## config.mk

```make
export PLATFORM = sky130hd
export DESIGN_NAME = csel_bus_unit
export DESIGN_NICKNAME = d
export VERILOG_FILES = /design/src/rtl/csel_pkg.sv /design/src/rtl/csel_rst_sync.sv /design/src/rtl/csel_region_file.sv /design/src/rtl/csel_cycle_fsm.sv /design/src/rtl/csel_bus_unit.sv
export SDC_FILE = /design/constraint.sdc
export NUM_CORES = 1
export LEC_CHECK = 0
export ABC_AREA = 1
export BUFFER_PORTS_ARGS = -buffer_cell sky130_fd_sc_hd__buf_2
export CORE_UTILIZATION = 45
export DETAILED_ROUTE_END_ITERATION = 10
export MAX_ROUTING_LAYER = met4
export PLACE_DENSITY = 0.69
export SETUP_SLACK_MARGIN = 0.2
export SLEW_MARGIN = 20
export SYNTH_ARGS = -nofsm -noshare
export SYNTH_HDL_FRONTEND = slang
export SYNTH_HIERARCHICAL = 1
export SYNTH_SLANG_ARGS = --single-unit
```

## constraint.sdc

```tcl
create_clock -name clk -period 17.9 [get_ports clk]
set_clock_uncertainty 0.1 [all_clocks]
set_input_delay 3.58 -clock clk [delete_from_list [all_inputs] [get_ports clk]]
set_output_delay 3.58 -clock clk [all_outputs]
set_load 0.1 [all_outputs]
```

## src/rtl/csel_pkg.sv

```systemverilog
package csel_pkg;
  typedef enum logic [2:0] {
    PH_IDLE,
    PH_SETUP,
    PH_STROBE,
    PH_HOLD,
    PH_ROW,
    PH_COL,
    PH_OFF,
    PH_MISS
  } phase_t;
endpackage

```

## src/rtl/csel_rst_sync.sv

```systemverilog
module csel_rst_sync #(
  parameter int STAGES = 2
) (
  input  logic clk,
  input  logic rst_ni,
  output logic rst_no
);
  logic [STAGES-1:0] pipe_q;

  always_ff @(posedge clk or negedge rst_ni) begin
    if (!rst_ni) pipe_q <= '0;
    else         pipe_q <= {pipe_q[STAGES-2:0], 1'b1};
  end

  assign rst_no = pipe_q[STAGES-1];
endmodule

```

## src/rtl/csel_region_file.sv

```systemverilog
module csel_region_file #(
  parameter int NREG = 6,
  parameter int AW   = 24,
  parameter int SZW  = 5,
  localparam int IW  = $clog2(NREG + 1),
  localparam int PW  = $clog2(NREG)
) (
  input  logic           clk,
  input  logic           rst_n,
  input  logic           cfg_we,
  input  logic [IW-1:0]  cfg_idx,
  input  logic [AW-1:0]  cfg_base,
  input  logic [SZW-1:0] cfg_size,
  input  logic           cfg_en,
  input  logic           cfg_dram,
  input  logic [AW-1:0]  look_addr,
  output logic           any_hit,
  output logic [PW-1:0]  win_idx,
  output logic           win_dram,
  output logic           swap
);
  logic [AW-1:0]  base_q [NREG];
  logic [SZW-1:0] size_q [NREG];
  logic [NREG-1:0] en_q, dram_q, wr_sel, match;
  logic swap_q, swap_we;

  always_comb begin
    for (int i = 0; i < NREG; i++) wr_sel[i] = cfg_we && (cfg_idx == IW'(i));
    swap_we = cfg_we && (cfg_idx == IW'(NREG));
  end

  always_ff @(posedge clk or negedge rst_n) begin
    if (!rst_n) begin
      for (int i = 0; i < NREG; i++) begin
        base_q[i] <= '0;
        size_q[i] <= (i == 0) ? SZW'(AW) : '0;
      end
      en_q   <= NREG'(1);
      dram_q <= '0;
      swap_q <= 1'b0;
    end else begin
      for (int i = 0; i < NREG; i++) begin
        if (wr_sel[i]) begin
          base_q[i] <= cfg_base;
          size_q[i] <= cfg_size;
          en_q[i]   <= cfg_en;
          dram_q[i] <= (i == 0) ? 1'b0 : cfg_dram;
        end
      end
      if (swap_we) swap_q <= cfg_en;
    end
  end

  // one comparator per region, span given as a keep mask on upper bits
  for (genvar g = 0; g < NREG; g++) begin : g_match
    logic [AW-1:0] keep_m;
    always_comb begin
      for (int b = 0; b < AW; b++) keep_m[b] = (b >= int'(size_q[g]));
    end
    assign match[g] = en_q[g] && (((look_addr ^ base_q[g]) & keep_m) == '0);
  end

  // lowest index wins: scan from the top so the last write is the lowest
  always_comb begin
    any_hit  = 1'b0;
    win_idx  = '0;
    win_dram = 1'b0;
    for (int i = NREG - 1; i >= 0; i--) begin
      if (match[i]) begin
        any_hit  = 1'b1;
        win_idx  = PW'(i);
        win_dram = dram_q[i];
      end
    end
  end

  assign swap = swap_q;
endmodule

```

## src/rtl/csel_cycle_fsm.sv

```systemverilog
module csel_cycle_fsm
  import csel_pkg::*;
#(
  parameter int NREG  = 6,
  parameter int AW    = 24,
  parameter int COL_W = 11,
  localparam int PW   = $clog2(NREG)
) (
  input  logic          clk,
  input  logic          rst_n,
  input  logic          req_valid,
  input  logic [AW-1:0] req_addr,
  input  logic          req_write,
  input  logic [1:0]    req_be,
  input  logic          hit,
  input  logic [PW-1:0] hit_pin,
  input  logic          hit_dram,
  input  logic          boot16,
  input  logic          wait_in,
  output logic [NREG-1:0] cs_n,
  output logic          we_n,
  output logic          oe_n,
  output logic          ble_n,
  output logic          bhe_n,
  output logic [AW-1:0] bus_addr,
  output logic          done
);
  phase_t ph_q, ph_d;
  logic [PW-1:0] pin_q;
  logic          wr_q, narrow_q, lane_q, lane_d, more_q, more_d;
  logic [1:0]    be_q, lanes;
  logic [AW-1:1] addr_q;
  logic          take, narrow_now, sel_on, drive;
  logic [AW-1:0] addr_o;

  assign take       = (ph_q == PH_IDLE) && req_valid;
  assign narrow_now = !boot16 && (hit_pin == '0) && !hit_dram;

  // next-state
  always_comb begin
    ph_d   = ph_q;
    lane_d = lane_q;
    more_d = more_q;
    case (ph_q)
      PH_IDLE: if (req_valid) begin
        if (!hit)          ph_d = PH_MISS;
        else if (hit_dram) ph_d = PH_ROW;
        else               ph_d = PH_SETUP;
        lane_d = narrow_now && (req_be == 2'b10);
        more_d = narrow_now && (req_be == 2'b11);
      end
      PH_SETUP:  ph_d = PH_STROBE;
      PH_STROBE: if (!wait_in) ph_d = PH_HOLD;
      PH_HOLD: begin
        if (more_q) begin
          ph_d   = PH_SETUP;
          lane_d = 1'b1;
          more_d = 1'b0;
        end else begin
          ph_d = PH_IDLE;
        end
      end
      PH_ROW: ph_d = PH_COL;
      PH_COL: if (!wait_in) ph_d = PH_OFF;
      default: ph_d = PH_IDLE;
    endcase
  end

  // registers
  always_ff @(posedge clk or negedge rst_n) begin
    if (!rst_n) begin
      ph_q     <= PH_IDLE;
      lane_q   <= 1'b0;
      more_q   <= 1'b0;
      pin_q    <= '0;
      wr_q     <= 1'b0;
      be_q     <= 2'b00;
      addr_q   <= '0;
      narrow_q <= 1'b0;
    end else begin
      ph_q   <= ph_d;
      lane_q <= lane_d;
      more_q <= more_d;
      if (take) begin
        pin_q    <= hit_pin;
        wr_q     <= req_write;
        be_q     <= req_be;
        addr_q   <= req_addr[AW-1:1];
        narrow_q <= narrow_now;
      end
    end
  end

  // strobe decode
  always_comb begin
    sel_on = ph_q inside {PH_SETUP, PH_STROBE, PH_HOLD, PH_ROW, PH_COL};
    drive  = ph_q inside {PH_STROBE, PH_ROW, PH_COL};
    lanes  = 2'b00;
    if (ph_q == PH_STROBE)
      lanes = narrow_q ? {1'b0, (lane_q ? be_q[1] : be_q[0])} : be_q;
    else if (ph_q == PH_COL)
      lanes = be_q;
    case (ph_q)
      PH_SETUP, PH_STROBE, PH_HOLD: addr_o = {addr_q[AW-1:1], narrow_q & lane_q};
      PH_ROW:  addr_o = AW'(addr_q[2*COL_W:COL_W+1]);
      PH_COL:  addr_o = AW'(addr_q[COL_W:1]);
      default: addr_o = '0;
    endcase
  end

  assign cs_n     = ~(sel_on ? (NREG'(1) << pin_q) : NREG'(0));
  assign we_n     = ~(drive && wr_q);
  assign oe_n     = ~(drive && !wr_q);
  assign ble_n    = ~lanes[0];
  assign bhe_n    = ~lanes[1];
  assign bus_addr = addr_o;
  assign done     = ((ph_q == PH_HOLD) && !more_q) || (ph_q == PH_OFF) || (ph_q == PH_MISS);
endmodule

```

## src/rtl/csel_bus_unit.sv

```systemverilog
module csel_bus_unit #(
  parameter int NREG  = 6,
  parameter int AW    = 24,
  parameter int SZW   = 5,
  parameter int COL_W = 11,
  localparam int IW   = $clog2(NREG + 1),
  localparam int PW   = $clog2(NREG)
) (
  input  logic            clk,
  input  logic            rst_ni,
  input  logic            cfg_we,
  input  logic [IW-1:0]   cfg_idx,
  input  logic [AW-1:0]   cfg_base,
  input  logic [SZW-1:0]  cfg_size,
  input  logic            cfg_en,
  input  logic            cfg_dram,
  input  logic            req_valid,
  input  logic [AW-1:0]   req_addr,
  input  logic            req_write,
  input  logic [1:0]      req_be,
  input  logic            wait_sz,
  output logic            req_done,
  output logic [NREG-1:0] cs_n,
  output logic            we_n,
  output logic            oe_n,
  output logic            ble_n,
  output logic            bhe_n,
  output logic [AW-1:0]   bus_addr
);
  logic          rst_s, boot16_q, any_hit, win_dram, swap;
  logic [PW-1:0] win_idx, pin;

  csel_rst_sync #(.STAGES(2)) u_rst (
    .clk    (clk),
    .rst_ni (rst_ni),
    .rst_no (rst_s)
  );

  // width strap: follows the shared pin for as long as reset is held
  always_ff @(posedge clk) begin
    if (!rst_s) boot16_q <= wait_sz;
  end

  csel_region_file #(.NREG(NREG), .AW(AW), .SZW(SZW)) u_regions (
    .clk       (clk),
    .rst_n     (rst_s),
    .cfg_we    (cfg_we),
    .cfg_idx   (cfg_idx),
    .cfg_base  (cfg_base),
    .cfg_size  (cfg_size),
    .cfg_en    (cfg_en),
    .cfg_dram  (cfg_dram),
    .look_addr (req_addr),
    .any_hit   (any_hit),
    .win_idx   (win_idx),
    .win_dram  (win_dram),
    .swap      (swap)
  );

  assign pin = (swap && (win_idx < PW'(2))) ? (win_idx ^ PW'(1)) : win_idx;

  csel_cycle_fsm #(.NREG(NREG), .AW(AW), .COL_W(COL_W)) u_fsm (
    .clk       (clk),
    .rst_n     (rst_s),
    .req_valid (req_valid),
    .req_addr  (req_addr),
    .req_write (req_write),
    .req_be    (req_be),
    .hit       (any_hit),
    .hit_pin   (pin),
    .hit_dram  (win_dram),
    .boot16    (boot16_q),
    .wait_in   (wait_sz),
    .cs_n      (cs_n),
    .we_n      (we_n),
    .oe_n      (oe_n),
    .ble_n     (ble_n),
    .bhe_n     (bhe_n),
    .bus_addr  (bus_addr),
    .done      (req_done)
  );
endmodule

```

# [Yosys cells after proc, flatten, opt, wreduce, memory -nomap -nowiden]
# Cells that the tools add are included.
[op_classes] add_sub_neg=0 magnitude_cmp=145 bitwise_logic=19 muxes=37 n_eq_ne=19 shifts=1 div_mod_pow=0 n_reduce_logical=44 mul=0
[op_table] op=">= comparator 4 x 5 -> 1 bit (first input constant)" count=48
[op_table] op=">= comparator 5 bit (first input constant)" count=48
[op_table] op="AND 24 bit" count=6
[op_table] op="zero test 24 bit" count=6
[op_table] op="bitwise XOR 24 bit" count=6
[op_table] op=">= comparator 3 x 5 -> 1 bit (first input constant)" count=24
[op_table] op="case mux 24 bit (3 select lines)" count=1
[op_table] op=">= comparator 1 x 5 -> 1 bit (first input constant)" count=12
[op_table] op=">= comparator 2 x 5 -> 1 bit (first input constant)" count=12
[op_table] op="2-to-1 mux 3 bit" count=11
[op_table] op="logical AND 1 bit" count=22
[op_table] op="equality test 3 bit (second input constant)" count=7
[op_table] op="2-to-1 mux 1 bit" count=18
[op_table] op="case mux 3 bit (6 select lines)" count=1
[op_table] op="equality test 3 x 2 -> 1 bit (second input constant)" count=4
[op_table] op="zero test 3 bit" count=3
[op_table] op="equality test 3 x 1 -> 1 bit (second input constant)" count=2
[op_table] op="2-to-1 mux 2 bit" count=3
[op_table] op="2-to-1 mux 6 bit" count=1
[op_table] op="inequality test 2 bit (second input constant)" count=3
[op_table] op="inverter 6 bit" count=1
[op_table] op="AND reduction 3 bit" count=2
[op_table] op="<< shifter 1 x 3 -> 6 bit (first input constant)" count=1
[op_table] op="inverter 1 bit" count=5
[op_table] op="other kinds (12)" count=18
[totals] ff_bits=224 ram_bits=0 rom_bits=0 output_inout_bits=35 latchBits=0 memories=0

# [Longest topological paths before layout]
# Gate-level depths: netlist of run 1.
[logic_depth] ltp_word=19 ltp_mapped=24 depth_no_buf=24

# [Cells and area by module]
# The synthesis of run 1 kept the hierarchy.
[by_module_without_submodules] module="csel_region_file" cells_each=1436 n_inst=1 seq_area_each_um2=4658.2 area_per_inst_um2=10468.8
[by_module_without_submodules] module="csel_cycle_fsm" cells_each=247 n_inst=1 seq_area_each_um2=875.8 area_per_inst_um2=1933.1
[by_module_without_submodules] module="csel_bus_unit" cells_each=8 n_inst=1 seq_area_each_um2=30.0 area_per_inst_um2=60.1
[by_module_without_submodules] module="csel_rst_sync" cells_each=3 n_inst=1 seq_area_each_um2=50.0 area_per_inst_um2=53.8

# [Worst setup path before layout of run 1]
# Ideal clock, no wire load.
[synth_path] path_type="register -> output" start="reg u_fsm.ph_q[0]" end="out bus_addr[10]" path_slack_ns=11.814 required_time_ns=14.220 arrival_ns=2.406 path_stages_with_launch=6 path_buffers=2 cell_sequence="dfrtp_1 -> buf_6 -> nor2_8 -> nand2_1 -> buf_2 -> o221ai_1"
[synth_via] elab_chain_len=3 word_cells_on_any_way=7
[synth_lines] element="from (decl)" line_no="csel_cycle_fsm.sv:28" text="phase_t ph_q, ph_d;"
[synth_lines] element="from (signal assigned)" line_no="csel_cycle_fsm.sv:81" text="ph_q <= ph_d;"
[synth_lines] element="equality test 3 x 2 -> 1 bit / equality test 3 x 1 -> 1 bit (equally long branches)" line_no="csel_cycle_fsm.sv:103" text="case (ph_q)"
[synth_lines] element="OR reduction 3 bit" line_no="csel_cycle_fsm.sv:103"
[synth_lines] element="case mux 24 bit (3 select lines) *" line_no="csel_cycle_fsm.sv:103"
[synth_lines] element="to (decl)" line_no="csel_bus_unit.sv:28" text="output logic [AW-1:0] bus_addr"
# Mark *: on every way between the ends. The rest lies on a longest branch, timed or not.

# [Worst setup path in the final report of run 1]
[layout_path] start="reg u_fsm.ph_q[0]" end="out bus_addr[7]"
# The elaborated chain is that of the path after synthesis.

==> flow_summary.json, run 1 <==
{
  "status": "finished clean",
  "leakagePower_nw": 7.09,
  "syn_avg_cell_area_um2": 7.39,
  "antenna_left": 0,
  "ys_seq_area_frac": 0.449,
  "hp-class": "reg -> async",
  "yosys.area.top_type_share": 0.440,
  "clock.fmax_mhz": 164,
  "grt_pass1_vias": 10800,
  "wl_per_cell_um": 20.9,
  "synthTopCellsByArea": "dfrtp_1, nand2_1, o21ai_0, xor2_1, inv_1",
  "drt_iter0_drc": 1365,
  "whs_ns": 0.252,
  "wirelength_mm": 44.6,
  "multi_input_area_mm2": 0.00576,
  "yosysUniqueCellTypes": 38,
  "viasPerCell": 5.46,
  "grt_pass1_wl_mm": 65.9,
  "worst_pin_slew_ns": 0.895,
  "synthCells": 1694,
  "syn_to_final_growth_pct": 10.8,
  "reg2reg_depth": 20,
  "critPathMaxFanout": 19,
  "required_ns": 14.22,
  "layout.cells.non_filler": 2130,
  "place.gp.congestion": 1.00,
  "peakVddDrop_v": 0.0000746,
  "ys.flop_type": "dfrtp_1",
  "drt-pass1-iter-count": 5,
  "core_area_mm2": 0.0271,
  "io_buffer_count": 100,
  "worst_r2r_endpoint": "u_fsm/lane_q",
  "clock-root-buffer": "clkbuf_16",
  "finalSetupViolCount": 0,
  "regArea_mm2": 0.00562,
  "hold_violations": 0,
  "cts_max_level": 1,
  "fp.dieH_um": 169,
  "cap_violations": 0,
  "grt_usage": 0.326,
  "p_total_mw": 2.11,
  "syn_nets": 1760,
  "drc": 0,
  "powerDensity_mw_per_mm2": 152,
  "finalSetupTns_ns": 0,
  "r2r_slack_ns": 14.71,
  "cts.clk_slew.worst_paths_ns": 0.06,
  "criticalPathCategory": "reg -> out",
  "fin_crit_sh": 0.340,
  "placementRows": 60,
  "rsz0062_at_grt": "false",
  "max_stage_delay_ns": 0.58,
  "synthArstFlopShare": 0.996,
  "antenna_found_initial": 1,
  "cts_sinks": 224,
  "final_net_count": 1806,
  "cpMostUsedCell": "nand2_2",
  "overflow": 0,
  "slew_headroom": 0.403,
  "dieArea_mm2": 0.0285,
  "period_needed_ns": 6.09,
  "drive_above_1_share": 0.118,
  "die_x_um": 169,
  "hold_buffers": 0,
  "yosysWarnings": 6,
  "final_cell_area_mm2": 0.0139,
  "rr_startpoint": "u_regions/size_q[9]",
  "fillers": 2722,
  "cp_slowest_cell": "dfrtp_1",
  "worstPathCellList": "inv_1 > nand2_2 > nand2_2 > inv_2 > nand2_1 > o221ai_1 > buf_2",
  "cts_buffer_depth": 3,
  "syn_area_mm2": 0.0125,
  "placed_area_mm2": 0.0131,
  "io_pins": 101,
  "critPathLaunchType": "flop",
  "clk_latency_ns": 0.54,
  "numCtsBuffers": 25,
  "initial_core_util": 0.462,
  "cp-end-kind": "output pin",
  "place_hpwl_mm": 34.0,
  "ctsResizeCount": 0,
  "grt_max_degree": 69,
  "post-synth-top-area-cell": "dfrtp_1",
  "vias": 11600,
  "ys_ff_latch": 224,
  "numPlacedInstances": 2085,
  "synth_edf_count": 1,
  "cts_tree": "yes",
  "worst_ep_arrival_time_ns": 2.41,
  "maxSlewViolCount": 0,
  "cts_setup_buffers": 0
}
==> Yosys cell counts (all sizes together), types with 2 or more instances <==
library cell / instances
nand3b: 2
clkbuf: 36
xor2: 66
or2: 5
o21ai: 251
dfstp: 3
nand3: 91
nand2: 568
nor3: 4
nand4: 16
o221ai: 11
nor2: 118
a31oi: 6
dfrtp: 220
inv: 177
o22ai: 2
a21oi: 24
o211ai: 10
xnor2: 27
buf: 53
==> cell type report <==
| cell class | count | share of cell area |
|---|---|---|
| Multi-Input combinational cell | 1204 | 0.415 |
| Sequential cell | 224 | 0.405 |
| Clock buffer | 39 | 0.0532 |
| Inverter | 177 | 0.0483 |
| Timing Repair Buffer | 108 | 0.0404 |
| Tap cell | 372 | 0.0335 |
| Clock inverter | 5 | 0.00406 |
| Antenna cell | 1 | 0.000180 |
==> per-stage QoR <==
step / setup slack (ns) / util
CTS: 11.79 / 0.512
global route: 11.61 / 0.512
finish: 11.81 / 0.512
detailed placement: 11.78 / 0.482
floorplan: 11.11 / -
global placement: 11.89 / 0.482
==> kinds of logic after synthesis <==
family,Yosys count,synth area share
AO/OA/AOI/OAI,306,0.131
other,1,0.000300
AND/OR/NAND/NOR,804,0.262
flip-flops,224,0.449
buffers and inverters,266,0.0928
XOR/XNOR,93,0.0651
==> report_power, final <==
part / switching (mW) / internal (mW)
clock: 0.210 / 0.296
combinational: 0.658 / 0.199
sequential: 0.129 / 0.623
total: 0.997 / 1.12
==> placed cells by master (no fill, tap or decap), types with 16 or more instances in the layout <==
master | synthesis | final
nand4_1 | 16 | 16
xor2_1 | 66 | 66
buf_2 | 30 | 100
o21ai_0 | 232 | 232
xnor2_1 | 27 | 27
dfrtp_1 | 220 | 219
nand2_1 | 561 | 556
a21oi_1 | 20 | 20
clkbuf_16 | 0 | 25
inv_1 | 152 | 152
nand3_1 | 87 | 86
o21ai_1 | 16 | 16
inv_2 | 23 | 23
nor2_1 | 110 | 110
==> flip-flops by register name, summed over array words and instances (netlist names) <==
register	cells
u_fsm/narrow_q	1
u_regions/en_q	6
u_fsm/wr_q	1
boot16_q	1
u_fsm/pin_q	3
u_regions/base_q	144
u_fsm/be_q	2
u_fsm/addr_q	23
u_regions/swap	1
u_fsm/lane_q	1
u_fsm/ph_q	3
u_regions/dram_q	5
u_rst/pipe_q	2
u_regions/size_q	30
u_fsm/more_q	1
==> worst max path at each step <==
stage / from / to / cells after the start
4_1_cts: u_fsm/ph_q[0] / bus_addr[7] / 7
2_1_floorplan: u_rst/pipe_q[1] / u_fsm/addr_q[10] / 0
5_1_grt: u_fsm/ph_q[0] / bus_addr[7] / 7
6_report: u_fsm/ph_q[0] / bus_addr[7] / 7
3_3_place_gp: req_addr[8] / u_fsm/lane_q / 18
3_5_place_dp: req_addr[4] / u_fsm/lane_q / 18
==> worst max-delay path: cells and delay by family (launching register included) <==
family          cells  cell delay (ns)
compound gates      1             0.07
buf+inv             3             0.80
flops               1             0.58
simple gates        3             0.42
==> routing by layer <==
layer / share of wire / vias up / global-route usage / wire length (um)
li1: - / 5445 / - / -
met3: 0.065 / 79 / 0.0341 / 2900
met5: 0 / - / - / 0
met1: 0.44 / 5561 / 0.438 / 19600
met4: 0.036 / 0 / 0.117 / 1630
met2: 0.46 / 545 / 0.512 / 20500
(Power assumes the default switching activity.)
==> run 2: changes to the inputs <==
--- a/config.mk
+++ b/config.mk
@@ -10,7 +10,7 @@
 export CORE_UTILIZATION = 45
 export DETAILED_ROUTE_END_ITERATION = 10
 export MAX_ROUTING_LAYER = met4
-export PLACE_DENSITY = 0.69
+export PLACE_DENSITY = 0.71
 export SETUP_SLACK_MARGIN = 0.2
 export SLEW_MARGIN = 20
 export SYNTH_ARGS = -nofsm -noshare
==> constraint.sdc (replaced) <==
create_clock -name clk -period 5.5 [get_ports clk]
set_clock_uncertainty 0.1 [all_clocks]
set_input_delay 1.1 -clock clk [delete_from_list [all_inputs] [get_ports clk]]
set_output_delay 1.1 -clock clk [all_outputs]
set_load 0.1 [all_outputs]
==> flow_summary.json, run 2 (same netlist as run 1, synthesis figures left out) <==
{
  "status": "finished clean",
  "drt-pass1-iter-count": 5,
  "clock.fmax_mhz": 275,
  "cts.clk_slew.worst_paths_ns": 0.06,
  "wl_per_cell_um": 20.5,
  "finalSetupTns_ns": 0,
  "cts_max_level": 1,
  "critPathLaunchType": "flop",
  "criticalPathCategory": "reg -> out",
  "ctsResizeCount": 0,
  "cp_slowest_cell": "dfrtp_1",
  "overflow": 0,
  "clock-root-buffer": "clkbuf_16",
  "core_area_mm2": 0.0271,
  "largestRegisters": "u_regions/base_q: 144 flops, u_regions/size_q: 30 flops, u_fsm/addr_q: 23 flops",
  "place.gp.congestion": 1.00,
  "initial_core_util": 0.462,
  "antenna_found_initial": 3,
  "grt_pass1_wl_mm": 65.8,
  "slew_headroom": 0.474,
  "place_hpwl_mm": 32.8,
  "final_net_count": 1808,
  "cts_tree": "yes",
  "maxSlewViolCount": 0,
  "clk_latency_ns": 0.54,
  "required_ns": 4.30,
  "cts_setup_buffers": 0,
  "wirelength_mm": 43.8,
  "rr_startpoint": "u_regions/size_q[24]",
  "largest_reg_flops": 144,
  "hold_violations": 0,
  "syn_to_final_growth_pct": 12.3,
  "grt_max_degree": 100,
  "hp-class": "in -> async",
  "peakVddDrop_v": 0.000262,
  "vias": 11400,
  "worst_pin_slew_ns": 0.789,
  "path_buf_inv": 3,
  "layout_common_cells": "nand2_1, o21ai_0, dfrtp_1",
  "die_x_um": 169,
  "viasPerCell": 5.33,
  "layout.cells.non_filler": 2136,
  "placementRows": 60,
  "rsz0062_at_grt": "false",
  "io_buffer_count": 100,
  "regMostFlops": "u_regions/base_q",
  "critical-path-top-delay-family": "buffers and inverters",
  "worstPathCellList": "inv_1 > nand2_2 > nand2_2 > inv_2 > nand2_1 > o221ai_1 > buf_2",
  "cpMostUsedCell": "nand2_2",
  "drc": 0,
  "cp-end-kind": "output pin",
  "finalSetupViolCount": 0,
  "critical_path.startpoint": "u_fsm/ph_q[0]",
  "hold_buffers": 0,
  "layout_commonest_cell": "nand2_1",
  "cap_violations": 0,
  "cts_sinks": 224,
  "critPathMaxFanout": 19,
  "cts_buffer_depth": 3,
  "drt_iter0_drc": 1065,
  "fin_crit_sh": 0.660,
  "leakagePower_nw": 7.17,
  "io_pins": 101,
  "grt_usage": 0.324,
  "dieArea_mm2": 0.0285,
  "drive_above_1_share": 0.123,
  "antenna_left": 0,
  "numCtsBuffers": 26,
  "grt_pass1_vias": 10700,
  "worst_ep_arrival_time_ns": 2.43,
  "powerDensity_mw_per_mm2": 507,
  "max_stage_delay_ns": 0.57,
  "numPlacedInstances": 2086,
  "period_needed_ns": 3.63,
  "fp.dieH_um": 169
}
-- run 2: cell count changes in the layout (fill, tap and decap cells not counted), sizes merged --
cell	delta
buf	+1
inv	+1
diode	+2
clkbuf	-3
clkinv	+1
bufinv	+4
-- run 2: layer usage --
metal | global-route usage | routed length (um) | vias to the layer above
met2 | 0.492 | 19300 | 508
met5 | - | 0 | -
met3 | 0.0601 | 3550 | 91
met4 | 0.156 | 2150 | 0
met1 | 0.417 | 18800 | 5315
li1 | - | - | 5464
-- run 2: final cells by class --
class	instances	area, um^2
clock inverters	11	190
diodes	3	7.51
repair buffers	109	581
clock buffers	36	769
flip-flops and latches	224	5620
inverters	177	669
fillers	2741	13000
well taps	372	465
multi-input cells	1204	5760
-- run 2: through the flow --
step	cell area, um^2	power (mW)	setup WS, ns	util	hold WS, ns
2_1_floorplan	12500	4.58	1.73	-	0.231
3_3_place_gp	13100	5.17	1.91	0.483	0.237
3_5_place_dp	13100	5.20	1.89	0.483	0.241
4_1_cts	14100	7.14	1.85	0.518	0.228
5_1_grt	14100	7.51	1.71	0.519	0.231
6_report	14100	7.12	1.87	0.519	0.241
-- run 2: report_power, final --
part	switching (mW)	total [mW]	internal, mW
logic	2.13	2.78	0.647
registers	0.401	2.43	2.03
clock network	0.706	1.91	1.21
total	3.24	7.12	3.88
-- run 2: final timing paths --
| kind | cells past startpoint | end | slack, ns |
|---|---|---|---|
| worst max-delay path | 7 | bus_addr[7] | 1.87 |
| max in group asynchronous | 1 | u_regions/base_q[69] | 3.90 |
| worst min register to register | 0 | u_rst/pipe_q[1] | 0.25 |
| min in group clk | 0 | u_rst/pipe_q[1] | 0.25 |
| worst max register to register | 19 | u_fsm/lane_q | 2.31 |
| worst min-delay path | 1 | u_rst/pipe_q[1] | 0.24 |
